==> src/rtl/mul_pkg.sv <==
package mul_pkg;
  typedef enum logic {
    MUL_IDLE = 1'b0,
    MUL_RUN  = 1'b1
  } mul_state_e;
endpackage

==> src/rtl/mul_ctrl.sv <==
module mul_ctrl #(
  parameter int unsigned N = 32
) (
  input  logic clk_i,
  input  logic rst_ni,
  input  logic start_i,
  output logic load_o,
  output logic step_o,
  output logic busy_o,
  output logic done_o
);
  import mul_pkg::*;

  localparam int unsigned CW = (N > 2) ? $clog2(N) : 1;
  localparam logic [CW-1:0] LAST = CW'(N - 1);

  mul_state_e    state_q;
  logic [CW-1:0] cnt_q;
  logic          done_q;

  assign busy_o = (state_q == MUL_RUN);
  assign load_o = start_i && !busy_o;   // start while busy is dropped
  assign step_o = busy_o;
  assign done_o = done_q;

  always_ff @(posedge clk_i or negedge rst_ni) begin
    if (!rst_ni) begin
      state_q <= MUL_IDLE;
      cnt_q   <= '0;
      done_q  <= 1'b0;
    end else begin
      done_q <= 1'b0;
      if (load_o) begin
        state_q <= MUL_RUN;
        cnt_q   <= '0;
      end else if (busy_o) begin
        cnt_q <= cnt_q + 1'b1;
        if (cnt_q == LAST) begin
          state_q <= MUL_IDLE;
          done_q  <= 1'b1;
        end
      end
    end
  end

  assert_done_pulse_R5: assert property (@(posedge clk_i) disable iff (!rst_ni)
    done_o |=> !done_o);
  assert_busy_end_R5: assert property (@(posedge clk_i) disable iff (!rst_ni)
    $fell(busy_o) |-> done_o);
  assert_start_accept_R2: assert property (@(posedge clk_i) disable iff (!rst_ni)
    (start_i && !busy_o) |=> busy_o);
  assert_done_idle_R5: assert property (@(posedge clk_i) disable iff (!rst_ni)
    done_o |-> !busy_o);
endmodule

==> src/rtl/mul_adder.sv <==
module mul_adder #(
  parameter int unsigned N = 32
) (
  input  logic [N-1:0] hi_i,
  input  logic [N-1:0] mcand_i,
  input  logic         en_i,
  output logic [N:0]   sum_o
);
  logic [N-1:0] addend;
  assign addend = en_i ? mcand_i : '0;
  assign sum_o  = {1'b0, hi_i} + {1'b0, addend};
endmodule

==> src/rtl/mul_preg.sv <==
module mul_preg #(
  parameter int unsigned N = 32
) (
  input  logic           clk_i,
  input  logic           rst_ni,
  input  logic           load_i,
  input  logic           step_i,
  input  logic [N-1:0]   mcand_i,
  input  logic [N-1:0]   mplier_i,
  input  logic [N:0]     sum_i,
  output logic [N-1:0]   mcand_o,
  output logic [2*N-1:0] prod_o
);
  localparam int unsigned PW = 2 * N;

  logic [PW-1:0] prod_q;
  logic [N-1:0]  mcand_q;

  always_ff @(posedge clk_i or negedge rst_ni) begin
    if (!rst_ni) begin
      prod_q  <= '0;
      mcand_q <= '0;
    end else if (load_i) begin
      prod_q  <= {{N{1'b0}}, mplier_i};
      mcand_q <= mcand_i;
    end else if (step_i) begin
      // carry lands in the MSB, low half drops its consumed bit
      prod_q <= {sum_i, prod_q[N-1:1]};
    end
  end

  assign prod_o  = prod_q;
  assign mcand_o = mcand_q;

  assert_mcand_hold_R8: assert property (@(posedge clk_i) disable iff (!rst_ni)
    step_i |=> $stable(mcand_q));
  assert_idle_hold_R9: assert property (@(posedge clk_i) disable iff (!rst_ni)
    (!load_i && !step_i) |=> $stable(prod_q));
  assert_load_value_R2: assert property (@(posedge clk_i) disable iff (!rst_ni)
    load_i |=> (prod_q[PW-1:N] == '0));
endmodule

==> src/rtl/seq_shift_mul.sv <==
module seq_shift_mul #(
  parameter int unsigned N = 32
) (
  input  logic           clk_i,
  input  logic           rst_ni,
  input  logic           start_i,
  input  logic [N-1:0]   mcand_i,
  input  logic [N-1:0]   mplier_i,
  output logic           busy_o,
  output logic           done_o,
  output logic [2*N-1:0] product_o
);
  logic         load, step;
  logic [N-1:0] mcand_q;
  logic [N:0]   sum;

  mul_ctrl #(.N(N)) u_ctrl (
    .clk_i  (clk_i),
    .rst_ni (rst_ni),
    .start_i(start_i),
    .load_o (load),
    .step_o (step),
    .busy_o (busy_o),
    .done_o (done_o)
  );

  mul_adder #(.N(N)) u_add (
    .hi_i   (product_o[2*N-1:N]),
    .mcand_i(mcand_q),
    .en_i   (product_o[0]),
    .sum_o  (sum)
  );

  mul_preg #(.N(N)) u_preg (
    .clk_i   (clk_i),
    .rst_ni  (rst_ni),
    .load_i  (load),
    .step_i  (step),
    .mcand_i (mcand_i),
    .mplier_i(mplier_i),
    .sum_i   (sum),
    .mcand_o (mcand_q),
    .prod_o  (product_o)
  );

  assert_no_add_on_zero_R3: assert property (@(posedge clk_i) disable iff (!rst_ni)
    (busy_o && !product_o[0]) |=> (product_o[2*N-1] == 1'b0));
endmodule

==> config.mk <==
export PLATFORM = sky130hd
export DESIGN_NAME = seq_shift_mul
export DESIGN_NICKNAME = d
export VERILOG_FILES = /design/src/rtl/mul_pkg.sv /design/src/rtl/mul_ctrl.sv /design/src/rtl/mul_adder.sv /design/src/rtl/mul_preg.sv /design/src/rtl/seq_shift_mul.sv
export SDC_FILE = /design/constraint.sdc
export NUM_CORES = 1
export LEC_CHECK = 0
export BUFFER_PORTS_ARGS = -buffer_cell sky130_fd_sc_hd__buf_4
export CAP_MARGIN = 30
export CORE_UTILIZATION = 56
export CTS_CLUSTER_DIAMETER = 60
export DETAILED_ROUTE_END_ITERATION = 8
export GPL_TIMING_DRIVEN = 0
export PLACE_DENSITY_LB_ADDON = 0.3
export SYNTH_ARGS = -nofsm -noshare
export SYNTH_HDL_FRONTEND = slang
export SYNTH_HIERARCHICAL = 1
export SYNTH_SLANG_ARGS = --single-unit
==> constraint.sdc <==
create_clock -name clk_i -period 3.5 [get_ports clk_i]
set_input_delay 0 -clock clk_i [delete_from_list [all_inputs] [get_ports clk_i]]
set_output_delay 0 -clock clk_i [all_outputs]
set_load 0.03 [all_outputs]
==> results of run 1 <==
==> final timing paths <==
kind | from | endpoint | depth (start not counted)
setup / recovery | u_preg/prod_o[0] | u_preg/prod_o[49] | 12
hold / removal | rst_ni | u_preg/mcand_o[16] | 2
setup reg to reg | u_preg/prod_o[0] | u_preg/prod_o[49] | 12
hold reg to reg | u_preg/mcand_o[8] | u_preg/mcand_o[8] | 1
max in group asynchronous | rst_ni | u_preg/prod_o[29] | 3
min in group clk_i | mplier_i[1] | u_preg/prod_o[1] | 4
==> cells by family after synthesis <==
group                      synth area share [%]
AOI/OAI and AO/OA                          14.9
xor gates and xnor gates                   4.27
buffers and inverters                      4.27
muxes                                      17.2
adders and majority gates                  7.01
DFF                                        40.6
and+or+nand+nor                            11.7
==> state kept, by name (all words and copies together) (netlist names) <==
name / cells
u_preg/mcand_o: 32
u_preg/prod_o: 64
u_ctrl/cnt_q: 5
u_ctrl/busy_o: 1
u_ctrl/done_o: 1
==> where the power goes <==
part           switching (W)  leakage [nW]  internal, W
clock network       0.000457         0.140     0.000558
registers           0.000501          1.24      0.00182
logic                0.00307          3.13      0.00241
==> layout by cell type, fill, tap and decap left out, drive strengths merged, types with 6 or more instances in the layout <==
cell         instances
a21o                22
a21oi               26
a31oi                6
and2                33
buf                154
clkbuf              17
dfrtp              103
dlygate4sd3         66
ha                  34
inv                 10
mux2                33
mux2i               64
nand2               54
nand3                7
nor2                47
o21ai               44
xnor2               16
xor2                15
==> layout make-up <==
class	count	share of cell area, %
Multi-Input combinational cell	458	41.2
Sequential cell	103	30.3
Timing Repair Buffer	199	19.8
Buffer	28	2.88
Clock buffer	10	2.69
Tap cell	140	2.06
Clock inverter	5	0.751
Inverter	7	0.309
==> routing by layer <==
metal  wire length [um]  global-route usage [%]  vias to the layer above
met5                  0                       0                        -
met4                561                    14.0                        0
met3                915                    7.17                       45
met2               8080                    49.2                      191
met1               6590                    32.6                     2560
li1                   -                       -                     2537
==> metrics by stage <==
| stage | cell area [um2] | utilization [%] |
|---|---|---|
| 3_5_place_dp | 7550 | 69.0 |
| 2_1_floorplan | 6350 | - |
| 6_report | 8500 | 77.7 |
| 4_1_cts | 8500 | 77.7 |
| 5_1_grt | 8500 | 77.7 |
| 3_3_place_gp | 7520 | 68.8 |
==> results_dict.tcl, run 1 <==
set metrics [dict create \
    antenna_found_initial 0 \
    dp_hpwl_um 10500 \
    ios 133 \
    floorplan.core_area_um2 10900 \
    cp.required_ns 3.73 \
    ys_top_cells_by_area "dfrtp_1 (41%), mux2i_1 (10%), ha_1 (6.7%)" \
    max_stage_delay_ns 0.48 \
    rsz0062_at_grt "false" \
    cts_setup_buffers 0 \
    synth_area_per_cell_um2 10.7 \
    rrSetupSlack_ns 0.31 \
    drive_above_1_share_pct 27.0 \
    post-route-period-util_pct 91.1 \
    postRouteAntennaNets 0 \
    synth_seq_area_share_pct 40.6 \
    finalPower_w 0.00881 \
    synth_warnings 6 \
    drt_iter0_markers 194 \
    cts_buffers 9 \
    ys_seq_elements 103 \
    num_rows 38 \
    diodes 0 \
    cts.reportedPaths.clkPinSlew_ns 0.07 \
    ys_types 57 \
    clock_skew_ns 0.00929 \
    wl_per_cell_um 17.0 \
    fill_cells 697 \
    final_nets 908 \
    multi_input_area_um2 3500 \
    synth_top_area_cell "dfrtp_1" \
    clockBufferDepth 2 \
    fin_tns_setup_ns 0 \
    grt_pass1_vias 5514 \
    ys_async_sr_fraction_pct 100 \
    port-buffer-count 132 \
    synth_ff_type "dfrtp_1" \
    syn_inst 596 \
    die_y_um 109 \
    crit_slowest_cell "dfrtp_1" \
    synth_edf_count 0 \
    status "finished, final reports clean" \
    crit_type "reg -> reg" \
    synth.most_common_cell "dfrtp_1" \
    cellPowerDensity_nw_per_um2 1040 \
    gp_congestion 0.858 \
    cp_max_fo 7 \
    crit_chain "and2_1 > ha_1 > fa_1 > a211o_1 > a211oi_2 > o31ai_2 > a21o_1 > a21oi_2 > o21ai_1 > xor2_1 > mux2i_1 > nor2_1" \
    hold_class "in -> async" \
    grt.overflow.total 0 \
    cp.buffers_inverters 0 \
    drv_slew 0 \
    drc 0 \
    fmax_ghz 0.314 \
    first_pass_iters 4 \
    clk_latency_ns 0.36 \
    cts_root_buf "clkbuf_16" \
    worst_slew_pin_slew_ns 0.478 \
    layout.cells.non_filler 950 \
    dpl.cell_count 869 \
    startpoint_type "register" \
    netlist.area_leader.share_pct 40.6 \
    hold_viol 0 \
    grt_start_max_net_pins 74 \
    crit_family "compound AO/OA/AOI/OAI gates" \
    cts.repair.resized 0 \
    critPathCaptureType "register" \
    leakagePower_nw 4.51 \
    synth_area_um2 6350 \
    ys_top_cells_by_count "dfrtp_1 (103), mux2i_1 (64), nand2_1 (53), nor2_1 (46), ha_1 (34)" \
    numClockSinks 103 \
    min_period_ns 3.19 \
    place_ws_ns 0.345 \
    vias 5333 \
    grt_pass1_wl_um 25900 \
    register_area_um2 2580 \
    start_util_pct 58.1 \
    grt_usage_pct 28.5 \
    holdWs_ns 0.119 \
    die-width_um 109 \
    fin_ws_ns 0.313 \
    areaGrowthSynthToFinish_pct 33.8 \
    viasPerCell 5.61 \
    drv_cap 0 \
    max_slew_margin_pct 68.1 \
    htreeDepth 3 \
    setup_viol 0 \
    syn-num-nets 698 \
    ir_drop_mv 0.714 \
    dieArea_um2 11800 \
    cp.arrival_ns 3.42 \
    routed_wl_um 16100 \
    cts_tree "built" \
    cts_hold_buf 66 \
]
Power figures use the tool's default switching activity.
==> inputs of run 2 (changes only) <==
- CORE_MARGIN: not set -> 2
==> run 2 against run 1 <==
  * Clock-buffer cell count increased by 1
  * Flip-flop and latch count did not move
  * Clock skew is 0.0010 ns lower
  * Via count is 0.81% higher
  * Critical path type unchanged
  * Critical endpoint is now u_preg/prod_o[56]
  * Highest routed layer unchanged
==> results_dict.tcl, run 2 (synthesis gave the netlist of run 1 again) <==
set metrics [dict create \
    areaGrowthSynthToFinish_pct 33.9 \
    ios 133 \
    hold_viol 0 \
    diodes 0 \
    grt_start_max_net_pins 75 \
    antenna_found_initial 0 \
    combPwrFrac_pct 62.2 \
    reg2reg_to "u_preg/prod_o[56]" \
    grt.overflow.total 0 \
    cts_buffers 9 \
    drv_slew 0 \
    drv_cap 0 \
    dpl-instance-area_um2 7550 \
    fin_tns_setup_ns 0 \
    numClockSinks 103 \
    hold_class "in -> async" \
    postRouteAntennaNets 0 \
    reg2reg_depth 12 \
    min_period_ns 3.21 \
    post-route-util_pct 77.8 \
    post-route-period-util_pct 91.8 \
    p_seq_share_pct 26.2 \
    fmax_ghz 0.311 \
    drive_above_1_share_pct 27.0 \
    vias 5376 \
    p_clk_share_pct 11.6 \
    drt_iter0_markers 238 \
    swShare_pct 45.8 \
    port-buffer-count 132 \
    rrSetupSlack_ns 0.29 \
    clockBufferDepth 2 \
    die_y_um 111 \
    cts.reportedPaths.clkPinSlew_ns 0.07 \
    p_switching_w 0.00405 \
    wl_per_cell_um 17.3 \
    final_nets 908 \
    cp-startpoint "u_preg/prod_o[0]" \
    max_slew_margin_pct 69.9 \
    viasPerCell 5.65 \
    critPathCaptureType "register" \
    floorplan.core_area_um2 10900 \
    leakagePower_nw 4.51 \
    crit_type "reg -> reg" \
    internal-power_w 0.00479 \
    place_ws_ns 0.347 \
    num_rows 38 \
    cp.required_ns 3.74 \
    drc 0 \
    cts.repair.resized 0 \
    cts_root_buf "clkbuf_16" \
    dp_hpwl_um 10800 \
    cellPowerDensity_nw_per_um2 1040 \
    largest_reg_flops 64 \
    ir_drop_mv 0.705 \
    grt_usage_pct 27.3 \
    grt_pass1_wl_um 27100 \
    cp_max_fo 10 \
    mostFrequentLayoutCells "buf_4 (135), dfrtp_1 (103), dlygate4sd3_1 (66)" \
    rsz0062_at_grt "false" \
    reg2reg_from "u_preg/prod_o[0]" \
    cp.arrival_ns 3.45 \
    clk_latency_ns 0.36 \
    htreeDepth 3 \
    finalPower_w 0.00885 \
    routed_wl_um 16500 \
    start_util_pct 58.1 \
    status "finished, final reports clean" \
    first_pass_iters 5 \
    worst_slew_pin_slew_ns 0.452 \
    gp_congestion 0.877 \
    startpoint_type "register" \
    crit_end "u_preg/prod_o[56]" \
    setup_viol 0 \
    fin_ws_ns 0.285 \
    grt_pass1_vias 5630 \
    clock_skew_ns 0.00827 \
    layout_commonest_cell "buf_4" \
    dieArea_um2 12200 \
    cts_tree "built" \
    final_area_um2 8500 \
    die-width_um 111 \
]
-- run 2: cell count changes in the layout (fill, tap and decap cells not counted) --
cell	delta
clkbuf_1	+1
-- run 2: per-layer routing --
layer  up-vias  track usage, %  share of wire [%]
li1       2545               -                  -
met1      2617            32.2                 41
met2       174            47.7                 51
met3        40            7.74                5.8
met4         0            9.08                2.4
met5         -               0                  0
-- run 2: layout make-up --
| class | instances | area [um2] |
|---|---|---|
| Multi-Input combinational cell | 458 | 3500 |
| Inverter | 7 | 26.3 |
| Fill cell | 698 | 2430 |
| Tap cell | 140 | 175 |
| Clock buffer | 11 | 233 |
| Timing Repair Buffer | 199 | 1680 |
| Clock inverter | 5 | 63.8 |
| Sequential cell | 103 | 2580 |
| Buffer | 28 | 245 |
-- run 2: worst min-delay path by stage --
stage	start	endpoint	slack, ns	depth (start not counted)
after floorplan	rst_ni	u_ctrl/busy_o	-0.30	0
after global placement	mplier_i[2]	u_preg/prod_o[2]	0.21	3
after detailed placement	rst_ni	u_preg/mcand_o[17]	-0.04	1
after CTS	rst_ni	u_preg/prod_o[53]	0.12	2
after global routing	rst_ni	u_preg/mcand_o[17]	0.16	2
final	rst_ni	u_preg/mcand_o[17]	0.12	2
-- run 2: repair_timing --
action,CTS,global route
hold buffers,66,0
hold endpoints to repair,122,0
endpoints found under the setup margin,0,0
setup buffers,0,0
-- run 2: critical path, stage by stage, from the launching register on --
cell and delay (ns):
dfrtp_1 0.51, clkbuf_1 0.32, and2_1 0.18, ha_1 0.29, a21oi_1 0.23, o211ai_2 0.16
o2111ai_2 0.29, a21oi_1 0.15, a21oi_1 0.41, o21bai_1 0.15, xor2_1 0.16, mux2i_1 0.18
nor2_1 0.07
-- run 2: power groups by stage --
stage	logic (W)	registers (W)	clock network, W
6_report	0.00550	0.00232	0.00103
5_1_grt	0.00597	0.00239	0.00110
3_5_place_dp	0.00533	0.00232	0
2_1_floorplan	0.00326	0.00292	0
4_1_cts	0.00542	0.00231	0.00105
3_3_place_gp	0.00515	0.00229	0
-- run 2: per-stage QoR --
stage	instances	hold WS, ns
2_1_floorplan	596	-0.296
3_3_place_gp	868	0.207
3_5_place_dp	869	-0.0417
4_1_cts	951	0.123
5_1_grt	951	0.159
6_report	951	0.118
